==> src/rtl/ocmp_pkg.sv <==
package ocmp_pkg;
  // Per-cycle commands from control to datapath
  typedef struct packed {
    logic capture;  // sample equality into the pending stage
    logic setA;     // deliver pending match to flag A
    logic setB;     // deliver pending match to flag B
    logic dropA;    // clear request for flag A
    logic dropB;    // clear request for flag B
  } ocStrobe_t;
endpackage

==> src/rtl/ocmp_datapath.sv <==
module ocmp_datapath
  import ocmp_pkg::*;
#(
  parameter int W = 8
) (
  input  logic           clk,
  input  logic           rstN,
  input  logic [2*W-1:0] count,
  input  logic [W-1:0]   cmpA,
  input  logic [W-1:0]   cmpB,
  input  logic           wideMode,
  input  ocStrobe_t      strobe,
  output logic           pendA,
  output logic           pendB,
  output logic           flagA,
  output logic           flagB
);
  localparam int CW = 2 * W;

  logic [CW-1:0] wideRef;
  logic          eqLowA, eqLowB, eqWide;
  logic          eqA, eqB;

  assign wideRef = {cmpB, cmpA};
  assign eqLowA  = (count[W-1:0] == cmpA);
  assign eqLowB  = (count[W-1:0] == cmpB);
  assign eqWide  = (count == wideRef);
  assign eqA     = wideMode ? eqWide : eqLowA;
  assign eqB     = !wideMode && eqLowB;

  // Pending stage: equality seen on a timer-clock cycle
  always_ff @(posedge clk or negedge rstN) begin
    if (!rstN) begin
      pendA <= 1'b0;
      pendB <= 1'b0;
    end else if (strobe.capture) begin
      pendA <= eqA;
      pendB <= eqB;
    end
  end

  // Sticky flags, set has priority over clear
  always_ff @(posedge clk or negedge rstN) begin
    if (!rstN) begin
      flagA <= 1'b0;
      flagB <= 1'b0;
    end else begin
      if (strobe.setA)       flagA <= 1'b1;
      else if (strobe.dropA) flagA <= 1'b0;
      if (strobe.setB)       flagB <= 1'b1;
      else if (strobe.dropB) flagB <= 1'b0;
    end
  end
endmodule

==> src/rtl/ocmp_control.sv <==
module ocmp_control
  import ocmp_pkg::*;
(
  input  logic      tmrTick,
  input  logic      wideMode,
  input  logic      pendA,
  input  logic      pendB,
  input  logic      clrA,
  input  logic      clrB,
  input  logic      ackA,
  input  logic      ackB,
  output ocStrobe_t strobe
);
  always_comb begin
    strobe.capture = tmrTick;
    strobe.setA    = tmrTick && pendA;
    // a B match captured in byte mode is not delivered once word mode is on
    strobe.setB    = tmrTick && pendB && !wideMode;
    strobe.dropA   = clrA || ackA;
    strobe.dropB   = clrB || ackB;
  end
endmodule

==> src/rtl/ocmp_dual_unit.sv <==
module ocmp_dual_unit
  import ocmp_pkg::*;
#(
  parameter int W = 8
) (
  input  logic           clk,
  input  logic           rstN,
  input  logic           tmrTick,
  input  logic [2*W-1:0] count,
  input  logic [W-1:0]   cmpA,
  input  logic [W-1:0]   cmpB,
  input  logic           wideMode,
  input  logic           ieA,
  input  logic           ieB,
  input  logic           clrA,
  input  logic           clrB,
  input  logic           ackA,
  input  logic           ackB,
  output logic           flagA,
  output logic           flagB,
  output logic           irqA,
  output logic           irqB
);
  ocStrobe_t strobe;
  logic      pendA, pendB;

  ocmp_control u_ctl (
    .tmrTick (tmrTick),
    .wideMode(wideMode),
    .pendA   (pendA),
    .pendB   (pendB),
    .clrA    (clrA),
    .clrB    (clrB),
    .ackA    (ackA),
    .ackB    (ackB),
    .strobe  (strobe)
  );

  ocmp_datapath #(.W(W)) u_dp (
    .clk     (clk),
    .rstN    (rstN),
    .count   (count),
    .cmpA    (cmpA),
    .cmpB    (cmpB),
    .wideMode(wideMode),
    .strobe  (strobe),
    .pendA   (pendA),
    .pendB   (pendB),
    .flagA   (flagA),
    .flagB   (flagB)
  );

  assign irqA = flagA && ieA;
  assign irqB = flagB && ieB;
endmodule

==> config.mk <==
export PLATFORM = sky130hd
export DESIGN_NAME = ocmp_dual_unit
export DESIGN_NICKNAME = d
export VERILOG_FILES = /design/src/rtl/ocmp_pkg.sv /design/src/rtl/ocmp_datapath.sv /design/src/rtl/ocmp_control.sv /design/src/rtl/ocmp_dual_unit.sv
export SDC_FILE = /design/constraint.sdc
export NUM_CORES = 1
export LEC_CHECK = 0
export BUFFER_PORTS_ARGS = -buffer_cell sky130_fd_sc_hd__buf_4
export CAP_MARGIN = 25
export CORE_AREA = 5 5 42 44
export CTS_BUF_LIST = sky130_fd_sc_hd__clkbuf_2
export CTS_CLUSTER_SIZE = 12
export DETAILED_ROUTE_END_ITERATION = 10
export DIE_AREA = 0 0 47 49
export PLACE_DENSITY = 0.78
export SYNTH_ARGS = -nofsm -noshare
export SYNTH_HDL_FRONTEND = slang
export SYNTH_HIERARCHICAL = 1
export SYNTH_SLANG_ARGS = --single-unit
export TNS_END_PERCENT = 20
==> constraint.sdc <==
create_clock -name clk -period 1.3 [get_ports clk]
set_clock_uncertainty 0.2 [all_clocks]
set_input_delay 0.065 -clock clk [delete_from_list [all_inputs] [get_ports clk]]
set_output_delay 0.065 -clock clk [all_outputs]
set_load 0.1 [all_outputs]
After elaboration in Yosys (flattened, before gate mapping)
Cells that the tools add are included.
{"block": "op_classes", "n_eq_ne": 3, "n_mux": 5, "n_reduce_logical": 11}
{"op": "equality test 16 bit", "count": 1}
{"op": "equality test 8 bit", "count": 2}
{"op": "logical AND 1 bit", "count": 6}
{"op": "two-way mux 1 bit", "count": 5}
{"op": "nonzero test 2 bit", "count": 2}
{"op": "logical OR 1 bit", "count": 2}
{"op": "logical NOT 1 bit", "count": 1}
{"block": "word_totals", "regBits": 4, "inputBits": 42, "output_inout_bits": 4, "word_cells": 23}

Longest topological paths before layout
{"block": "depth", "depth_word": 3, "mapped_depth": 4, "ltp_nobuf": 4}

Cells and area by module
Netlist, hierarchy kept.
{"module": "ocmp_datapath", "n_inst": 1, "cells_each": 43, "area_per_inst_um2": 414.1}
{"module": "ocmp_control", "n_inst": 1, "cells_each": 5, "area_per_inst_um2": 35.0}
{"module": "ocmp_dual_unit", "n_inst": 1, "cells_each": 2, "area_per_inst_um2": 12.5}

Least setup slack after synthesis
Ideal clock, no wire load.
{"block": "synth_timing", "path_type": "register -> output", "start": "reg u_dp.flagA", "end": "out irqA", "arrival_time_ns": 1.777, "required_ns": 1.035, "path_slack_ns": -0.742, "path_stages_with_launch": 2, "n_path_buf": 0, "path_cell_list": "dfrtp_1 and2_1"}
{"block": "synth_between", "elab_chain_cells": 1}
{"item": "start: declaration", "line": "ocmp_datapath.sv:15", "text": "output logic flagA,"}
{"item": "start signal: assignment", "line": "ocmp_datapath.sv:45", "text": "flagA <= 1'b0;"}
{"item": "start signal: assignment", "line": "ocmp_datapath.sv:48", "text": "if (strobe.setA) flagA <= 1'b1;"}
{"item": "start signal: assignment", "line": "ocmp_datapath.sv:49", "text": "else if (strobe.dropA) flagA <= 1'b0;"}
{"item": "logical AND 1 bit", "line": "ocmp_dual_unit.sv:53", "text": "assign irqA = flagA && ieA;"}
{"item": "end: declaration", "line": "ocmp_dual_unit.sv:21", "text": "output logic irqA,"}
No other way between the ends.

Worst setup path after layout
Ends and elaborated chain as after synthesis.

==> impl_results.md <==
* Worst EP arrival at 1000 ps
* Area delta synth->final at 88.62%
* WP data required at 1030 ps
* Switching share of power at between 20% and 30%
* Max Cap Violations at 0
* Internal power at approximately 0.32 mW
* Synth top area cells: xnor2_1, dfrtp_1, xor2_1, nand4_1, and2_1
* DRC viols at 0
* Iter 0 DRT Violations at 1
* Final setup vio count at 0
* Drt first pass iters at 4
* Worst-skew pair later-pin latency at approximately 200 ps
* Site row count at 14
* Commonest non-fill, non-tap cell in the layout: buf_4
* Clock sinks at 4
* Mapped Nets at 92
* Wire length per cell at 12.38 um
* Clock network power share at a little under a quarter
* IO buf count at 45
* Gr ovfl total at 0
* CTS tree: yes
* IO Count at 46
* Nets at between 100 and 150
* Worst hold path type: in -> reg
* Total track usage at 14.61%
* Final Hold Fails at 0
* Die Area at around 0.0023 mm2
* Cell variety after synth at 17
* Reg clk slew, reported paths at approximately 40 ps
* Sequential share of power at ~28%
* Syn Area/Cell at around 9.2 um2
* Max VDD drop at 0.2584 mV
* Fin util at between 60% and 70%
* Root buf cell: clkbuf_2
* Biggest area consumer among synthesized cells: xnor2_1
* Register bit count reported by yosys at 4
* Initial antenna violation count at 0
* WHS Path Cells at 4
* Register area at approximately 110 um2
* Vias per inst at about 4.7
* Multi-input logic area at approximately 350 um2
* ANT cells at 0
* Worst-path fanout max at 3
* Post-CTS setup buffers at 0
* Chip width at between 40 and 50 um
* Starting Density at about a third
* Status: complete, no violations
* Synthesized netlist cell count at 50
* Lkg Pwr at roughly 0.44 nW
* Crit path launch type: flip-flop
* Setup TNS at 0 ps
* Vias at around 540
* Net switching power at 0.1210 mW
* Detailed Place HPWL at about 1400 um
* Clock Path Buffers at 2
* Die extent in y at 49 um
* Minimum clock period after layout at 1268 ps
* Critical path capture point type: output port
* Share of layout cells above drive strength 1 at between 50% and 60%
* Htree depth at 1
* FF-to-FF End: u_dp/pendA
* Final Cell Area at between 800 and 900 um2
* Combinational group share of total power at 47.7%
* Pwr/cell area at just over 500 mW/mm2
* WHS Endpoint: u_dp/flagB
* Antenna Nets Post-Route at 0
* Placed cell area at 822.0 um2
* Total chip power at approximately 0.45 mW
* Reg-to-Reg Start: u_dp/pendA
* Vias in the first global route at roughly 640
* Final GP Congestion at 0.7537
* Mapped Area at roughly 460 um2
* Filler cell count at 140
* Achievable frequency at 0.7884 GHz
* Area fraction of the dominant cell type after synthesis at between 30 and 40%
* Core Box Area at 0.001401 mm2
* First-pass GRT wire length at 2380 um
* Flop-to-flop setup slack at ~310 ps
* Most frequent cells in the layout: buf_4, xnor2_1, xor2_1, nand4_1
* Min-delay src: clrB
* RSZ-0062 raised after global routing: false
* Fin crit share at between 90% and 100%
* Slew Limit Headroom at between 80% and 90%
* Sequential area share after synthesis at a little over a fifth
* Worst Tran Pin Value at 282.1 ps
* Largest net degree at the start of global routing at 6
* Slew Viols, Final at 0
* Crit Path Category: reg -> out
* Number of CTS-inserted buffers at 3
* R2R cell count at 2
* Worst hold slack at 31.09 ps
* Total Wirelength at 1436 um
* Yosys warns at 6
==> worst max-delay path, stage by stage (launching register included) <==
cell and delay (ps):
dfrtp_4 470, and2_4 160, buf_6 170
==> flip-flops by register name, summed over array words and instances, names as in the netlist <==
register    flops
u_dp/flagB      1
u_dp/pendB      1
u_dp/flagA      1
u_dp/pendA      1
==> synth_stat cells (all sizes together) <==
cell	n
mux2	1
nand4	4
xnor2	20
nand3	1
dfrtp	4
and2	3
inv	2
a21o	2
buf	1
o21ai	1
nor4	2
nor2b	1
xor2	4
a41o	1
and3b	1
or2	2
==> area by class of cell <==
| cell class | instances | share of cell area, % |
|---|---|---|
| Inverter | 2 | 0.8621 |
| Sequential cell | 4 | 12.07 |
| Tap cell | 16 | 2.299 |
| Multi-Input combinational cell | 43 | 40.37 |
| Clock buffer | 3 | 1.724 |
| Timing Repair Buffer | 48 | 42.67 |
==> logic make-up (layout without fill, tap and decap cells) <==
kind of cell           after synthesis  after routing  synth area share (%)
flip-flops                           4              4                 21.68
AND/OR/NAND/NOR                     14             14                 20.60
XOR/XNOR                            24             24                 45.53
AO/OA/AOI/OAI                        4              4                 6.502
multiplexers                         1              1                 2.439
buffers and inverters                3             53                 3.253
==> power groups by stage <==
stage	clock network (mW)	logic, mW	registers [mW]
CTS	0.115	0.216	0.126
floorplan	0	0.0779	0.128
finish	0.107	0.213	0.126
global placement	0	0.202	0.127
detailed placement	0	0.208	0.127
global route	0.119	0.232	0.126
==> metrics by stage <==
stage	cells	setup slack (ps)
after global routing	116	2.395
after global placement	110	157.8
final	116	31.58
after detailed placement	110	147.5
after floorplan	50	-51.13
after CTS	116	12.02
==> repair_timing <==
action                                  4_1_cts  5_1_grt
resized for setup                             1        0
hold buffers                                  3        0
endpoints found under the setup margin        1        0
hold endpoints to repair                      7        0
==> metal layers <==
metal | wire length (um) | GRT usage (%) | part of all wire [%] | vias to the layer above
met5 | 0 | 0 | 0 | -
met4 | 0 | 12.44 | 0 | 0
met3 | 247 | 5.535 | 17 | 0
met2 | 746 | 24.89 | 52 | 41
met1 | 441 | 12.17 | 31 | 232
li1 | - | - | - | 269
==> worst max path at each step <==
stage | startpoint | endpoint | cells past startpoint
after global routing | u_dp/flagA | irqA | 2
after CTS | u_dp/flagA | irqA | 2
after floorplan | u_dp/flagB | irqB | 1
after global placement | count[4] | u_dp/pendB | 5
after detailed placement | count[4] | u_dp/pendB | 5
final | u_dp/flagA | irqA | 2
Note: power is estimated with default switching activity, not from simulation.
